<file path="src/rtl/ecc_pkg.sv">
package ecc_pkg;

    localparam int BYTE_W     = 8;
    localparam int LINE_PAIRS = 9;
    localparam int COL_PAIRS  = 3;
    localparam int PAIRS      = LINE_PAIRS + COL_PAIRS;
    localparam int CODE_W     = 2 * PAIRS;
    localparam int IDX_W      = LINE_PAIRS;
    localparam int COL_BASE   = 2 * LINE_PAIRS;
    localparam int PAD_PAIR   = LINE_PAIRS - 1;

    typedef enum logic [1:0] {
        ERR_NONE    = 2'd0,
        ERR_FIXABLE = 2'd1,
        ERR_IN_CODE = 2'd2,
        ERR_FATAL   = 2'd3
    } err_class_t;

    typedef struct packed {
        logic [LINE_PAIRS-1:0] odd;
        logic [LINE_PAIRS-1:0] even;
    } line_par_t;

    typedef struct packed {
        logic [COL_PAIRS-1:0] odd;
        logic [COL_PAIRS-1:0] even;
    } col_par_t;

    typedef struct packed {
        err_class_t           cls;
        logic [IDX_W-1:0]     byte_idx;
        logic [COL_PAIRS-1:0] bit_pos;
    } cmp_result_t;

    // Column contribution of a single byte.
    function automatic col_par_t col_contrib(input logic [BYTE_W-1:0] d);
        col_par_t c;
        c = '0;
        for (int b = 0; b < BYTE_W; b++) begin
            for (int j = 0; j < COL_PAIRS; j++) begin
                if (b[j]) c.odd[j]  = c.odd[j]  ^ d[b];
                else      c.even[j] = c.even[j] ^ d[b];
            end
        end
        return c;
    endfunction

    // Pair k occupies bits [2k+1:2k]; the narrow mode pads the top line pair.
    function automatic logic [CODE_W-1:0] pack_code(input line_par_t lp,
                                                    input col_par_t  cp,
                                                    input logic      wide);
        logic [CODE_W-1:0] c;
        c = '1;
        for (int k = 0; k < LINE_PAIRS; k++) begin
            if (wide || k != PAD_PAIR) begin
                c[2*k]   = lp.even[k];
                c[2*k+1] = lp.odd[k];
            end
        end
        for (int j = 0; j < COL_PAIRS; j++) begin
            c[COL_BASE+2*j]   = cp.even[j];
            c[COL_BASE+2*j+1] = cp.odd[j];
        end
        return c;
    endfunction

    function automatic cmp_result_t classify(input logic [CODE_W-1:0] syn,
                                             input logic              wide);
        cmp_result_t r;
        logic        all_split;
        r = '{cls: ERR_NONE, byte_idx: '0, bit_pos: '0};
        all_split = 1'b1;
        for (int k = 0; k < PAIRS; k++) begin
            if (wide || k != PAD_PAIR)
                all_split = all_split & (syn[2*k] ^ syn[2*k+1]);
            else
                all_split = all_split & ~(syn[2*k] | syn[2*k+1]);
        end
        if (syn == '0) begin
            r.cls = ERR_NONE;
        end else if ($countones(syn) == 1) begin
            r.cls = ERR_IN_CODE;
        end else if (all_split) begin
            r.cls = ERR_FIXABLE;
            for (int k = 0; k < LINE_PAIRS; k++)
                r.byte_idx[k] = syn[2*k+1];
            for (int j = 0; j < COL_PAIRS; j++)
                r.bit_pos[j] = syn[COL_BASE+2*j+1];
        end else begin
            r.cls = ERR_FATAL;
        end
        return r;
    endfunction

endpackage

</file>
<file path="src/rtl/ecc_line_acc.sv">
module ecc_line_acc
    import ecc_pkg::*;
#(
    parameter int N_IDX = ecc_pkg::IDX_W
) (
    input  logic             clk,
    input  logic             rst,
    input  logic             clr_i,
    input  logic             ce_i,
    input  logic             end_i,
    input  logic [N_IDX-1:0] idx_i,
    input  logic             par_i,
    output line_par_t        sum_o
);

    line_par_t        acc_q;
    logic [N_IDX-1:0] ev_n;
    logic [N_IDX-1:0] od_n;

    for (genvar k = 0; k < N_IDX; k++) begin : g_idx
        assign ev_n[k] = acc_q.even[k] ^ (par_i & ~idx_i[k]);
        assign od_n[k] = acc_q.odd[k]  ^ (par_i &  idx_i[k]);
    end

    assign sum_o = '{odd: od_n, even: ev_n};

    always_ff @(posedge clk) begin
        if (rst || clr_i)
            acc_q <= '0;
        else if (ce_i)
            acc_q <= end_i ? line_par_t'('0) : sum_o;
    end

endmodule

</file>
<file path="src/rtl/ecc_col_acc.sv">
module ecc_col_acc
    import ecc_pkg::*;
(
    input  logic              clk,
    input  logic              rst,
    input  logic              clr_i,
    input  logic              ce_i,
    input  logic              end_i,
    input  logic [BYTE_W-1:0] data_i,
    output col_par_t          sum_o
);

    col_par_t acc_q;
    col_par_t step;

    always_comb begin
        step  = col_contrib(data_i);
        sum_o = acc_q ^ step;
    end

    always_ff @(posedge clk) begin
        if (rst || clr_i)
            acc_q <= '0;
        else if (ce_i)
            acc_q <= end_i ? col_par_t'('0) : sum_o;
    end

endmodule

</file>
<file path="src/rtl/ecc_compare.sv">
module ecc_compare
    import ecc_pkg::*;
(
    input  logic                 clk,
    input  logic                 rst,
    input  logic                 req_i,
    input  logic                 wide_i,
    input  logic [CODE_W-1:0]    stored_i,
    input  logic [CODE_W-1:0]    calc_i,
    output logic                 done_o,
    output cmp_result_t          res_o
);

    cmp_result_t res_n;

    always_comb res_n = classify(stored_i ^ calc_i, wide_i);

    always_ff @(posedge clk) begin
        if (rst) begin
            done_o <= 1'b0;
            res_o  <= '{cls: ERR_NONE, byte_idx: '0, bit_pos: '0};
        end else begin
            done_o <= req_i;
            if (req_i)
                res_o <= res_n;
        end
    end

endmodule

</file>
<file path="src/rtl/ecc_stream_gen.sv">
module ecc_stream_gen
    import ecc_pkg::*;
(
    input  logic                 clk,
    input  logic                 rst,
    input  logic                 clr,
    input  logic                 mode_wide,
    input  logic                 in_valid,
    input  logic [BYTE_W-1:0]    in_data,
    output logic                 code_valid,
    output logic                 code_half,
    output logic [CODE_W-1:0]    code,
    input  logic                 cmp_req,
    input  logic                 cmp_wide,
    input  logic [CODE_W-1:0]    cmp_stored,
    input  logic [CODE_W-1:0]    cmp_calc,
    output logic                 cmp_done,
    output logic [1:0]           cmp_class,
    output logic [IDX_W-1:0]     cmp_byte,
    output logic [COL_PAIRS-1:0] cmp_bit
);

    localparam int NARROW_W = IDX_W - 1;

    logic [IDX_W-1:0] cnt_q;
    logic             accept;
    logic             last_byte;
    logic             page_end;
    logic [IDX_W-1:0] line_idx;
    line_par_t        line_sum;
    col_par_t         col_sum;
    cmp_result_t      cmp_res;

    assign accept    = in_valid & ~clr;
    assign last_byte = mode_wide ? (&cnt_q) : (&cnt_q[NARROW_W-1:0]);
    assign page_end  = accept & last_byte;
    assign line_idx  = mode_wide ? cnt_q : {1'b0, cnt_q[NARROW_W-1:0]};

    always_ff @(posedge clk) begin
        if (rst || clr)
            cnt_q <= '0;
        else if (accept)
            cnt_q <= cnt_q + 1'b1;
    end

    ecc_line_acc #(.N_IDX(IDX_W)) u_line (
        .clk   (clk),
        .rst   (rst),
        .clr_i (clr),
        .ce_i  (accept),
        .end_i (page_end),
        .idx_i (line_idx),
        .par_i (^in_data),
        .sum_o (line_sum)
    );

    ecc_col_acc u_col (
        .clk    (clk),
        .rst    (rst),
        .clr_i  (clr),
        .ce_i   (accept),
        .end_i  (page_end),
        .data_i (in_data),
        .sum_o  (col_sum)
    );

    always_ff @(posedge clk) begin
        if (rst) begin
            code_valid <= 1'b0;
            code_half  <= 1'b0;
            code       <= '1;
        end else begin
            code_valid <= page_end;
            if (page_end) begin
                code      <= pack_code(line_sum, col_sum, mode_wide);
                code_half <= ~mode_wide & cnt_q[NARROW_W];
            end
        end
    end

    ecc_compare u_cmp (
        .clk      (clk),
        .rst      (rst),
        .req_i    (cmp_req),
        .wide_i   (cmp_wide),
        .stored_i (cmp_stored),
        .calc_i   (cmp_calc),
        .done_o   (cmp_done),
        .res_o    (cmp_res)
    );

    assign cmp_class = cmp_res.cls;
    assign cmp_byte  = cmp_res.byte_idx;
    assign cmp_bit   = cmp_res.bit_pos;

endmodule

</file>
<file path="config.mk">
export PLATFORM = sky130hd
export DESIGN_NAME = ecc_stream_gen
export DESIGN_NICKNAME = d
export VERILOG_FILES = /design/src/rtl/ecc_pkg.sv /design/src/rtl/ecc_line_acc.sv /design/src/rtl/ecc_col_acc.sv /design/src/rtl/ecc_compare.sv /design/src/rtl/ecc_stream_gen.sv
export SDC_FILE = /design/constraint.sdc
export NUM_CORES = 1
export LEC_CHECK = 0
export BUFFER_PORTS_ARGS = -buffer_cell sky130_fd_sc_hd__buf_2
export CAP_MARGIN = 0
export CORE_MARGIN = 2
export CORE_UTILIZATION = 55
export DETAILED_ROUTE_END_ITERATION = 6
export PLACE_DENSITY = 0.81
export SLEW_MARGIN = 20
export SYNTH_ARGS = -nofsm -noshare
export SYNTH_HDL_FRONTEND = slang
export SYNTH_SLANG_ARGS = --single-unit
</file>
<file path="constraint.sdc">
create_clock -name clk -period 9.6 [get_ports clk]
set_clock_uncertainty 0.05 [all_clocks]
set_input_delay 2.4 -clock clk [delete_from_list [all_inputs] [get_ports clk]]
set_output_delay 2.4 -clock clk [all_outputs]
set_load 0.01 [all_outputs]
</file>
=== Word level (Yosys, flattened, before mapping) ===
Index checks and enable logic that the tools add are counted.

* $add $sub $neg: 24
* Multiply operators: 0
* Div/mod/pow operators: 0
* Order comparisons: 0
* Equality and inequality tests: 1
* Shift-type cells: 0
* Muxes and demuxes: 12
* Bitwise operators: 95
* Reduce and logical (&&, ||, !) cells: 5

{| class="wikitable"
|+ Operators by type and width
! kind !! number
|-
| $add A32 B32 Y32 || 11
|-
| $xor A1 B1 Y1 || 47
|-
| $mux W12 || 3
|-
| $and A1 B1 Y1 || 33
|-
| $eq A32 B2 Y1 const B || 1
|-
| $add A1 B1 Y2 || 12
|-
| $logic_not A24 Y1 || 1
|-
| $xor A24 B24 Y24 || 1
|-
| $mux W18 || 1
|-
| $not A1 Y1 || 12
|-
| $add A9 B1 Y9 const B || 1
|-
| $mux W9 || 1
|-
| $reduce_and A9 Y1 || 1
|-
| $mux W2 || 4
|-
| $reduce_and A8 Y1 || 1
|-
| $reduce_xor A8 Y1 || 1
|-
| $mux W6 || 1
|-
| $xor A6 B6 Y6 || 1
|-
| $mux W1 || 2
|-
| $logic_or A1 B1 Y1 || 1
|-
| $or A1 B1 Y1 || 1
|}

* Flip-flop bits (word level): 74
* Latch bits: 0
* Bits in writable memories: 0
* ROM bits: 0
* Input port bits: 63
* Output and inout port bits: 41
* Logic and storage cells: 149
* Memories: 0

=== Logic depth before layout (Yosys ltp) ===
* Depth in word-level cells: 17
* Gate-level depth with buffers: 21
* Mapped depth without buffers: 20

=== By module ===
Synthesis repeated with hierarchy kept, for this count alone.

* Cell total of the unflattened synthesis: 559
* Area total of the unflattened synthesis: 5297.6 µm²

{| class="wikitable"
|+ Modules (own cells, without submodules)
! module !! times used !! cells each !! area each (µm²) !! sequential area each (µm²)
|-
| ecc_stream_gen || 1 || 246 || 2275.9 || 700.7
|-
| ecc_compare || 1 || 183 || 1724.2 || 300.3
|-
| ecc_line_acc || 1 || 77 || 828.3 || 360.3
|-
| ecc_col_acc || 1 || 53 || 469.2 || 120.1
|}

=== Least setup slack after synthesis ===
OpenSTA, ideal clock, no wires.

* Path kind: input-to-reg
* Start point: input cmp_calc[5]
* End point: register u_cmp.res_o[10] (netlist bit)
* Setup time: 0.128 ns
* Arrival: 7.384 ns
* Required time: 9.422 ns
* Setup slack: 2.038 ns
* Cell stages on the path: 20
* Buffers on the path: 1
* Cells stage by stage: xor2_1 > inv_1 > fa_1 > inv_1 > ha_1 > inv_1 > fa_1 > fa_1 > fa_1 > fa_1 > inv_1 > fa_1 > inv_1 > fa_1 > nor4_1 > nand4b_1 > and4_1 > clkbuf_1 > a22oi_1 > nor2_1

* Cells in the longest elaborated chain, start to end: 16
* Elaborated cells between the ends (all ways): 24
* Those cells by class: 5 x add/sub; 1 x eq/ne; 4 x mux; 13 x bitwise; 1 x reduce/logical

{| class="wikitable"
|+ RTL lines
! element !! RTL line !! text
|-
| from (decl) || ecc_stream_gen.sv:16 || <nowiki>input logic [CODE_W-1:0] cmp_calc,</nowiki>
|-
| $xor A24 B24 Y24 (*) || ecc_compare.sv:16 || <nowiki>always_comb res_n = classify(stored_i ^ calc_i, wide_i);</nowiki>
|-
| parallel branches: the longest is 14 deep, another holds $add A32 B32 Y32 || -- ||
|-
| $mux W12 (*) || ecc_pkg.sv:79 || <nowiki>if (syn == '0) begin</nowiki>
|-
| to (signal assigned) || ecc_compare.sv:21 || <nowiki>res_o <= '{cls: ERR_NONE, byte_idx: '0, bit_pos: '0};</nowiki>
|-
| to (signal assigned) || ecc_compare.sv:25 || <nowiki>res_o <= res_n;</nowiki>
|-
| to (decl) || ecc_compare.sv:11 || <nowiki>output cmp_result_t res_o</nowiki>
|}

Every way passes the cells marked *.
A chain may end at the register's enable or synchronous reset.

=== Worst setup path in the final report ===
* Start point: input cmp_calc[5]
* End point: register u_cmp.res_o[2] (netlist bit)

Same word-level chain as after synthesis.

==> results.md <==
* Critical path's slowest cell: fa_1
* Clk buf depth at 2
* Internal power at 646 uW
* FF+latch count, synth at 74
* Area of the multi-input gates at ~2800 um2
* RSZ-0062 raised after global routing: false
* # H-tree levels at 3
* GRT Util Overall at about a quarter
* Area Overhead vs Synth at 16.6%
* FF/Latch Area at 1480 um2
* Largest net degree at the start of global routing at 93
* Peak VDD IR at 0.100 mV
* Syn_nets at 630
* Critical Path RT at just under 10 ns
* Slowest stage delay, CP at between 0.5 and 0.6 ns
* First-pass GRT wire length at about 18,000 um
* Worst hold-check path type: reg -> reg
* Post-layout util at around 66%
* Initial core utilization at between 50 and 60%
* Max cap viols at 0
* Primary FF master, synth: dfxtp_1
* Slew margin rel. at 27.7%
* Crit-path cells: buf_2 > xor2_1 > inv_1 > fa_1 > inv_1 > ha_1 > inv_1 > fa_1 > fa_1 > fa_1 > fa_1 > inv_1 > fa_1 > inv_1 > fa_1 > nor4_1 > nand4b_1 > nand4_1 > a2bb2oi_1 > nor2_1
* Pre-CTS setup slack at about 1.5 ns
* Worst-Margin Slew at 1.08 ns
* Commonest non-fill, non-tap cell in the layout: buf_2
* Mean post-synth cell area at a little under 9 um2
* RePlAce Congestion at between 0.8 and 0.9
* Arr. time, crit path at ~7.9 ns
* Most frequent cells in the layout: buf_2 (103), dfxtp_1 (74), nor4_1 (58), nand2_1 (41), nor2_1 (38)
* Postcts setup bufs at 0
* Dpl hpwl at between 7000 and 8000 um
* Clock power share at just over 30%
* Slew Viols, Final at 0
* Switching Share at between 30% and 40%
* Leak at between 0.002 and 0.0025 uW
* CTS tree: done
* Combinational share of power at 37.6%
* Clock Sinks at 74
* Root buffer cell: clkbuf_8
* Seq pwr share at 32.2%
* WL/cell at roughly 15 um
* Setup WS post-layout at around 1.9 ns
* Initial antenna violation count at 0
* Post-DRT Antenna Nets at 0
* Ant diodes at 0
* Fin crit share at 80.2%
* Clock period minus worst slack at just under 8 ns
* TritonRoute pass-1 iters at 4
* Number of synthesized flops with an enable pin at 0
* Clk Latency, worst-skew pair at roughly 0.35 ns
* GRT overflow at 0
* Core footprint at between 8000 and 9000 um2
* I/O pins at between 100 and 150
* Cell Pwr Density at roughly 180 nW/um2
* PortBufs at between 100 and 150
* CP most frequent cell: fa_1
* Vias at around 4,200
* Via-per-instance ratio at 5.89
* Share of synthesized registers carrying an async set or reset at 0%
* Cells after synthesis at 526
* Initial drt markers at 193
* TNS Setup at 0 ns
* CTS buffer count at 9
* Share of post-route cells with drive strength above 1 at a little over a fifth
* Core Rows at 33
* Worst reg2reg setup slack at ~6.4 ns
* Worst-path fanout max at 6
* Yosys cell types at 43
* Ys Warns at 0
* Die Width at approximately 95 um
* Die ar. at 9070 um2
* Vias in the first global route at around 4,000
* Max frequency at roughly 130 MHz
* Detailed Route WL at between 10,000 and 15,000 um
* Resize count post-CTS at 0
* P_sw at 338 uW
* Hold Fails Final Rpt at 0
* Hold Buf Count CTS at 0
* Final net count at 706
* # fillers at around 670
* Outcome: completed
* Crit path kind: in -> reg
* Crit end category: flip-flop
* Post-synthesis sequential area ratio at between 30% and 40%
* Smallest hold slack at 0.410 ns
* Clk slew on worst S/H paths at approximately 0.080 ns
* DRC viols at 0
* Syn Std Cell Area at roughly 4600 um2
* # setup viols final at 0
* Chip height at about 95 um
* Worst setup SP type: primary input
## power groups by stage
stage | Combinational, uW | Sequential, uW | Clock, uW
floorplan | 279 | 322 | 0
global placement | 343 | 323 | 0
detailed placement | 366 | 323 | 0
CTS | 370 | 316 | 301
global route | 422 | 317 | 314
finish | 370 | 316 | 298
## synth_stat cells (9+ instances only)
cell type,n,share of area [%]
clkbuf_1,33,2.7
dfxtp_1,74,32
fa_1,16,7.0
ha_1,25,6.8
inv_1,36,3.0
nand2_1,42,3.4
nand2b_1,9,1.2
nand4_1,9,1.2
nor2_1,38,3.1
nor3_1,20,2.2
nor4_1,58,7.9
nor4b_1,10,1.9
o41ai_1,10,1.9
xnor2_1,30,5.7
xor2_1,19,3.6
## critical path, delay by kind of cell
family | cells | cell delay (ns)
buffers and inverters | 6 | 0.40
adders and majority gates | 8 | 3.65
xor gates and xnor gates | 1 | 0.25
and+or+nand+nor | 4 | 0.92
AOI/OAI and AO/OA | 1 | 0.22
## final timing paths
kind	start	to	cells after the start
max reg2reg	cnt_q[3]	u_line.acc_q[13]	9
min	code[19]	code[19]	1
min reg2reg	code[19]	code[19]	1
max	cmp_calc[5]	u_cmp.res_o[2]	20
## cell type report
class                           instances  area share [%]
Multi-Input combinational cell        375            52.7
Sequential cell                        74            27.7
Timing Repair Buffer                  105            9.93
Clock buffer                           12            2.72
Inverter                               37            2.60
Tap cell                              105            2.46
Clock inverter                          4            1.85
## metal layers
layer	global-route usage [%]	part of all wire, %	vias to the layer above
met5	0	0	-
met4	10.6	2.4	0
met3	4.98	5.0	27
met2	43.3	49	131
met1	30.5	43	1995
li1	-	-	2040
## sequential cells by signal (all words and copies together) (netlist names)
name          cells
code             24
u_line.acc_q     18
u_cmp.res_o      14
cnt_q             9
u_col.acc_q       6
code_half         1
code_valid        1
u_cmp.done_o      1
## cell families after synthesis
family / after synthesis / share of synthesized area [%]
DFF: 74 / 32.3
AOI/OAI and AO/OA: 71 / 11.9
and+or+nand+nor: 208 / 24.1
muxes: 3 / 0.656
buffers and inverters: 77 / 6.66
adders and majority gates: 41 / 13.8
xor gates and xnor gates: 52 / 10.4
## per-stage QoR
stage / area, um2 / power, uW / cells
floorplan: 4580 / 602 / 526
global placement: 5090 / 666 / 696
detailed placement: 5090 / 690 / 696
CTS: 5330 / 986 / 712
global route: 5340 / 1050 / 712
finish: 5340 / 984 / 712
Note: power is estimated with default switching activity, not from simulation.
